File: config.mk
export PLATFORM = sky130hd
export DESIGN_NAME = bitser_adder
export DESIGN_NICKNAME = d
export VERILOG_FILES = /design/src/rtl/bsa_pkg.sv /design/src/rtl/bsa_rst_sync.sv /design/src/rtl/bsa_slice.sv /design/src/rtl/bsa_carry_reg.sv /design/src/rtl/bitser_adder.sv
export SDC_FILE = /design/constraint.sdc
export NUM_CORES = 1
export LEC_CHECK = 0
export CELL_PAD_IN_SITES_DETAIL_PLACEMENT = 0
export CELL_PAD_IN_SITES_GLOBAL_PLACEMENT = 1
export CORE_AREA = 2 2 39 41
export CTS_CLUSTER_DIAMETER = 80
export DETAILED_ROUTE_END_ITERATION = 10
export DIE_AREA = 0 0 41 43
export PLACE_DENSITY = 0.41
export SLEW_MARGIN = 40
export SYNTH_ARGS = -nofsm -noshare
export SYNTH_HDL_FRONTEND = slang
export SYNTH_SLANG_ARGS = --single-unit
File: constraint.sdc
create_clock -name clk -period 1.35 [get_ports clk]
set_clock_uncertainty 0.05 [all_clocks]
set_input_delay 0.135 -clock clk [delete_from_list [all_inputs] [get_ports clk]]
set_output_delay 0.135 -clock clk [all_outputs]
set_load 0.005 [all_outputs]
File: src/rtl/bsa_pkg.sv
package bsa_pkg;

  typedef enum logic {
    CARRY_DFF = 1'b0,
    CARRY_SR  = 1'b1
  } carry_style_e;

  typedef struct packed {
    logic sum;
    logic carry_nxt;
    logic set_req;
    logic clr_req;
  } slice_out_t;

endpackage

File: src/rtl/bsa_rst_sync.sv
module bsa_rst_sync #(
  parameter int unsigned STAGES = 2
) (
  input  logic clk,
  input  logic rst_n,
  output logic rst_sync_n
);

  logic [STAGES-1:0] sync_q;
  logic [STAGES-1:0] sync_d;

  always_comb begin
    sync_d = {sync_q[STAGES-2:0], 1'b1};
  end

  always_ff @(posedge clk or negedge rst_n) begin
    if (!rst_n) begin
      sync_q <= '0;
    end else begin
      sync_q <= sync_d;
    end
  end

  assign rst_sync_n = sync_q[STAGES-1];

endmodule

File: src/rtl/bsa_slice.sv
module bsa_slice
  import bsa_pkg::*;
(
  input  logic       a,
  input  logic       b,
  input  logic       c,
  output slice_out_t o
);

  always_comb begin
    o.sum       = a ^ b ^ c;
    o.carry_nxt = (a & b) | (c & (a | b));
    o.set_req   = a & b;
    o.clr_req   = ~a & ~b;
  end

endmodule

File: src/rtl/bsa_carry_reg.sv
module bsa_carry_reg
  import bsa_pkg::*;
#(
  parameter carry_style_e STYLE = CARRY_DFF
) (
  input  logic clk,
  input  logic rst_n,
  input  logic load,
  input  logic load_val,
  input  logic en,
  input  logic d,
  input  logic set_req,
  input  logic clr_req,
  output logic q
);

  logic q_nxt;
  logic upd;

  assign upd = load | en;

  generate
    if (STYLE == CARRY_DFF) begin : g_dff
      always_comb begin
        q_nxt = load ? load_val : d;
      end

      AST_DFF_SET: assert property (@(posedge clk) disable iff (!rst_n)
        (en && !load && set_req) |=> q) else $error("dff set");
      AST_DFF_CLR: assert property (@(posedge clk) disable iff (!rst_n)
        (en && !load && clr_req) |=> !q) else $error("dff clear");
    end else begin : g_sr
      logic s_eff;
      logic r_eff;

      always_comb begin
        s_eff = en & set_req;
        r_eff = en & clr_req;
        if (load)       q_nxt = load_val;
        else if (s_eff) q_nxt = 1'b1;
        else if (r_eff) q_nxt = 1'b0;
        else            q_nxt = q;
      end

      AST_SR_EXCLUSIVE: assert property (@(posedge clk) disable iff (!rst_n)
        !(set_req && clr_req)) else $error("set and clear together");
      AST_SR_DIFF_HOLD: assert property (@(posedge clk) disable iff (!rst_n)
        (en && !load && !set_req && !clr_req) |=> $stable(q)) else $error("sr hold");
      AST_SR_MATCH_D: assert property (@(posedge clk) disable iff (!rst_n)
        (en && !load) |=> (q == $past(d))) else $error("sr vs majority");
    end
  endgenerate

  always_ff @(posedge clk or negedge rst_n) begin
    if (!rst_n) begin
      q <= 1'b0;
    end else if (upd) begin
      q <= q_nxt;
    end
  end

endmodule

File: src/rtl/bitser_adder.sv
module bitser_adder
  import bsa_pkg::*;
#(
  parameter carry_style_e CARRY_STYLE = CARRY_DFF,
  parameter int unsigned  SYNC_STAGES = 2
) (
  input  logic clk,
  input  logic rst_n,
  input  logic start_i,
  input  logic cin_i,
  input  logic valid_i,
  input  logic a_i,
  input  logic b_i,
  output logic sum_o,
  output logic cout_o
);

  logic       rst_sync_n;
  logic       carry_q;
  slice_out_t slice;

  bsa_rst_sync #(.STAGES(SYNC_STAGES)) u_rst (
    .clk        (clk),
    .rst_n      (rst_n),
    .rst_sync_n (rst_sync_n)
  );

  bsa_slice u_slice (
    .a (a_i),
    .b (b_i),
    .c (carry_q),
    .o (slice)
  );

  bsa_carry_reg #(.STYLE(CARRY_STYLE)) u_carry (
    .clk      (clk),
    .rst_n    (rst_sync_n),
    .load     (start_i),
    .load_val (cin_i),
    .en       (valid_i),
    .d        (slice.carry_nxt),
    .set_req  (slice.set_req),
    .clr_req  (slice.clr_req),
    .q        (carry_q)
  );

  assign sum_o  = slice.sum;
  assign cout_o = carry_q;

  AST_START_LOAD: assert property (@(posedge clk) disable iff (!rst_sync_n)
    start_i |=> (cout_o == $past(cin_i))) else $error("start load");
  AST_IDLE_HOLD: assert property (@(posedge clk) disable iff (!rst_sync_n)
    (!start_i && !valid_i) |=> $stable(cout_o)) else $error("idle hold");
  AST_ADD_CARRY: assert property (@(posedge clk) disable iff (!rst_sync_n)
    (valid_i && !start_i) |=>
      (cout_o == (($past(a_i) & $past(b_i)) | ($past(cout_o) & ($past(a_i) | $past(b_i))))))
    else $error("carry update");
  AST_RESET_CLEAR: assert property (@(posedge clk) !rst_n |-> !cout_o)
    else $error("reset clear");

endmodule

# Word-level counts from Yosys, hierarchy flattened
# Index checks and enable logic that the tools add are counted.
# totals
regBits,3
input_bits,7
out_inout_bits,2
elab_cells,10
# classes
muxes,1
n_bitwise,7
# op_table
op,n
$or A1 B1 Y1,3
$and A1 B1 Y1,2
$xor A1 B1 Y1,2
$mux W1,1

# Logic depth before layout (Yosys ltp)
# Gate-level depths: netlist (run 1).
# depth
word_depth,4
ltp_mapped,3
mapped_depth_nobuf,3

# By module
# A second synthesis (run 1) with hierarchy kept.
# unflattened
cells_unflattened,12
area_unflattened_um2,150.1
# modules_own_cells
module,instances,cells_each,area_each_um2
bsa_rst_sync,1,3,53.8
bsa_slice,1,5,52.6
bsa_carry_reg,1,4,43.8

# Worst setup path after synthesis (run 1)
# OpenSTA, ideal clock, no wires.
# synth_path
path_kind,register to register
startpoint,register u_carry.q
endpoint,register u_carry.q
setup_ns,0.121
arrival_ns,0.931
t_required_ns,1.179
path_slack_ns,0.249
stages_incl_launch_ff,4
n_path_buf,0
cell_sequence,dfrtp_1 > fa_1 > mux2i_1 > o21ai_1
# synth_between
elab_chain_len,3
# synth_rtl
item,line,text
"start, declared",bsa_carry_reg.sv:14,output logic q
"start signal, assigned",bsa_carry_reg.sv:58,q <= q_nxt;
$and A1 B1 Y1,bsa_slice.sv:12,o.carry_nxt = (a & b) | (c & (a | b));
$or A1 B1 Y1,bsa_slice.sv:12,
$mux W1,bsa_carry_reg.sv:25,q_nxt = load ? load_val : d;
# No other way between the ends.
# A chain may end at the register's enable or synchronous reset.

# Final worst setup path (run 1)
# layout_path
startpoint,register u_carry.q
endpoint,output port sum_o
# layout_between
elab_chain_len,1
# layout_rtl
item,line,text
$xor A1 B1 Y1,bsa_slice.sv:11,o.sum = a ^ b ^ c;
"end, declared",bitser_adder.sv:14,"output logic sum_o,"
# No other way between the ends.

==> qor.csv, run 1 <==
metric;value;unit
status;complete, but fails checks;
violations;setup timing;
min_path_type;input port to async pin;
wirelength;285;um
ios;9;
power_density;1200;nW/um^2
io_buffers;8;
drive_gt1_frac;0.227;
path_buf_inv;1;
crit_family;adder cells;
final_nets;31;
reg2reg_slack;210;ps
drtAntennaViolNets;0;
hpwl;205;um
cts-htree-levels;1;
root_buffer;clkbuf_4;
setup_viol;1;
fin_ws;-21.2;ps
synth-seq-area-share;0.638;
fin_util;0.184;
crit_slowest_cell;fa_1;
netlist_area;118;sq um
multi_input_area;42.5;sq um
drtPass1Iterations;1;
drv_cap;0;
grt_max_degree;3;
clockBufferDepth;2;
numCtsBuffers;3;
syn_area_per_cell;14.7;sq um
rows;14;
die_x;41;um
insertedDiodeCount;0;
grt_overflow_total;0;
ys_seq_elements;3;
critPathArrivalTime;1190;ps
critical-path-max-stage-delay;480;ps
crit_fanout;2;
die_area;1760;sq um
fin_crit;1370;ps
syn_inst;8;
yosysWarnings;0;
required;1160;ps
drtIter0Drc;0;
start_kind;flip-flop;
initial_core_util;0.0850;
synth_nets;16;
viasPerCell;2.87;
gp_congestion;0.542;
finalMaxSlewViolations;0;
ir_worst_vdd;0.281;mV
path_cells;fa_1, buf_2;
critPathKind;flip-flop to primary output;
insertion_delay;230;ps
post_cts_buffers;0;
cts_tree;yes;
rsz0062_at_grt;true;
total_power;0.000304;W
core;1380;sq um
period_share;1.02;
worstSetupEndpointType;primary output;
hold_violations;0;
syn_to_final_growth;116;%
max_freq;729;MHz
cts.sinks;3;
antenna_found_initial;0;
wl_per_cell;7.50;um
grt_usage;0.0443;
die_height;43;um
leakage;0.114;nW
path_clk_slew;40;ps
nFillCells;155;
seq_area;75.1;sq um
synth_cell_type_count;6;
grt_pass1_wl;448;um
grt_pass1_vias;128;
drc;0;
via_count;109;
-- cells in the final DEF, fill, tap and decap left out, drive strengths merged --
cell           instances
dfrtp                  3
conb                   1
fa                     1
dlygate4sd2            2
clkdlybuf4s50          5
mux2i                  1
o21ai                  1
buf                    2
dlygate4sd3            1
nand2                  1
clkbuf                 4
-- synthesized netlist by cell type, drive strengths merged --
library cell	count	area share
dfrtp	3	0.64
conb	1	0.032
mux2i	1	0.085
fa	1	0.17
nand2	1	0.032
o21ai	1	0.043
-- kinds of logic (layout without fill, tap and decap cells) --
family	count (synthesis)	after routing	share of synthesized area
flip-flops	3	3	0.638
adder cells (fa/ha/maj)	1	1	0.170
other	1	1	0.0319
AND/OR/NAND/NOR	1	1	0.0319
multiplexers	1	1	0.0851
buffers and inverters	0	14	0
AO/OA/AOI/OAI	1	1	0.0425
-- final cells by class --
type,count,share of cell area
clock buffers,4,0.103
multi-input cells,5,0.167
flip-flops and latches,3,0.296
well taps,16,0.0788
repair buffers,10,0.355
-- report_power, final --
group	internal, W	switching, W	total, W
combinational	0.0000320	0.0000158	0.0000478
clock	0.000111	0.0000463	0.000157
sequential	0.0000966	0.00000273	0.0000993
total	0.000239	0.0000649	0.000304
-- worst paths after layout --
path,start,to,cells past startpoint
worst min register to register,u_rst.sync_q[0]$_DFF_PN0_,u_rst.sync_q[1]$_DFF_PN0_,0
worst min-delay path,rst_n,u_rst.sync_q[1]$_DFF_PN0_,1
worst max-delay path,u_carry.q$_DFFE_PN0P_,sum_o,2
min in group clk,u_rst.sync_q[0]$_DFF_PN0_,u_rst.sync_q[1]$_DFF_PN0_,0
max in group asynchronous,u_rst.sync_q[1]$_DFF_PN0_,u_carry.q$_DFFE_PN0P_,1
worst max register to register,u_carry.q$_DFFE_PN0P_,u_carry.q$_DFFE_PN0P_,3
-- metal layers --
layer  track usage  routed length, um
met1        0.0325                 98
met2        0.0594                123
met3        0.0314                 63
met4        0.0600                  0
met5             0                  0
-- sequential cells by signal, indices dropped and copies added, names as in the netlist --
signal        count
u_rst.sync_q      2
u_carry.q         1
-- metrics by stage --
stage	hold WS (ps)	setup WS (ps)	cells	cell area [sq um]	TNS (ps)
floorplan	-211	249	8	118	0
global placement	-53.4	-438	33	225	-469
detailed placement	-50.7	-438	33	225	-508
CTS	15.1	-35.8	38	254	-35.8
global route	28.0	-67.6	38	254	-67.6
finish	21.7	-21.2	38	254	-21.2
-- repair_timing --
item,CTS,global route
endpoints found under the hold margin,1,0
setup endpoints to repair,2,1
hold buffers,1,0
pin swaps,0,0
resized for setup,5,0
Note: power is estimated with default switching activity, not from simulation.
==> run 2, diff against run 1 <==
- MAX_ROUTING_LAYER: not set -> met4
==> results of run 2 <==
Same layout as run 1: the final DEF is identical, and so are final timing and power.
Among the figures that moved: final weighted congestion in routability-driven placement 0.542 -> 0.544; overall routing resource usage 0.0443 -> 0.0454
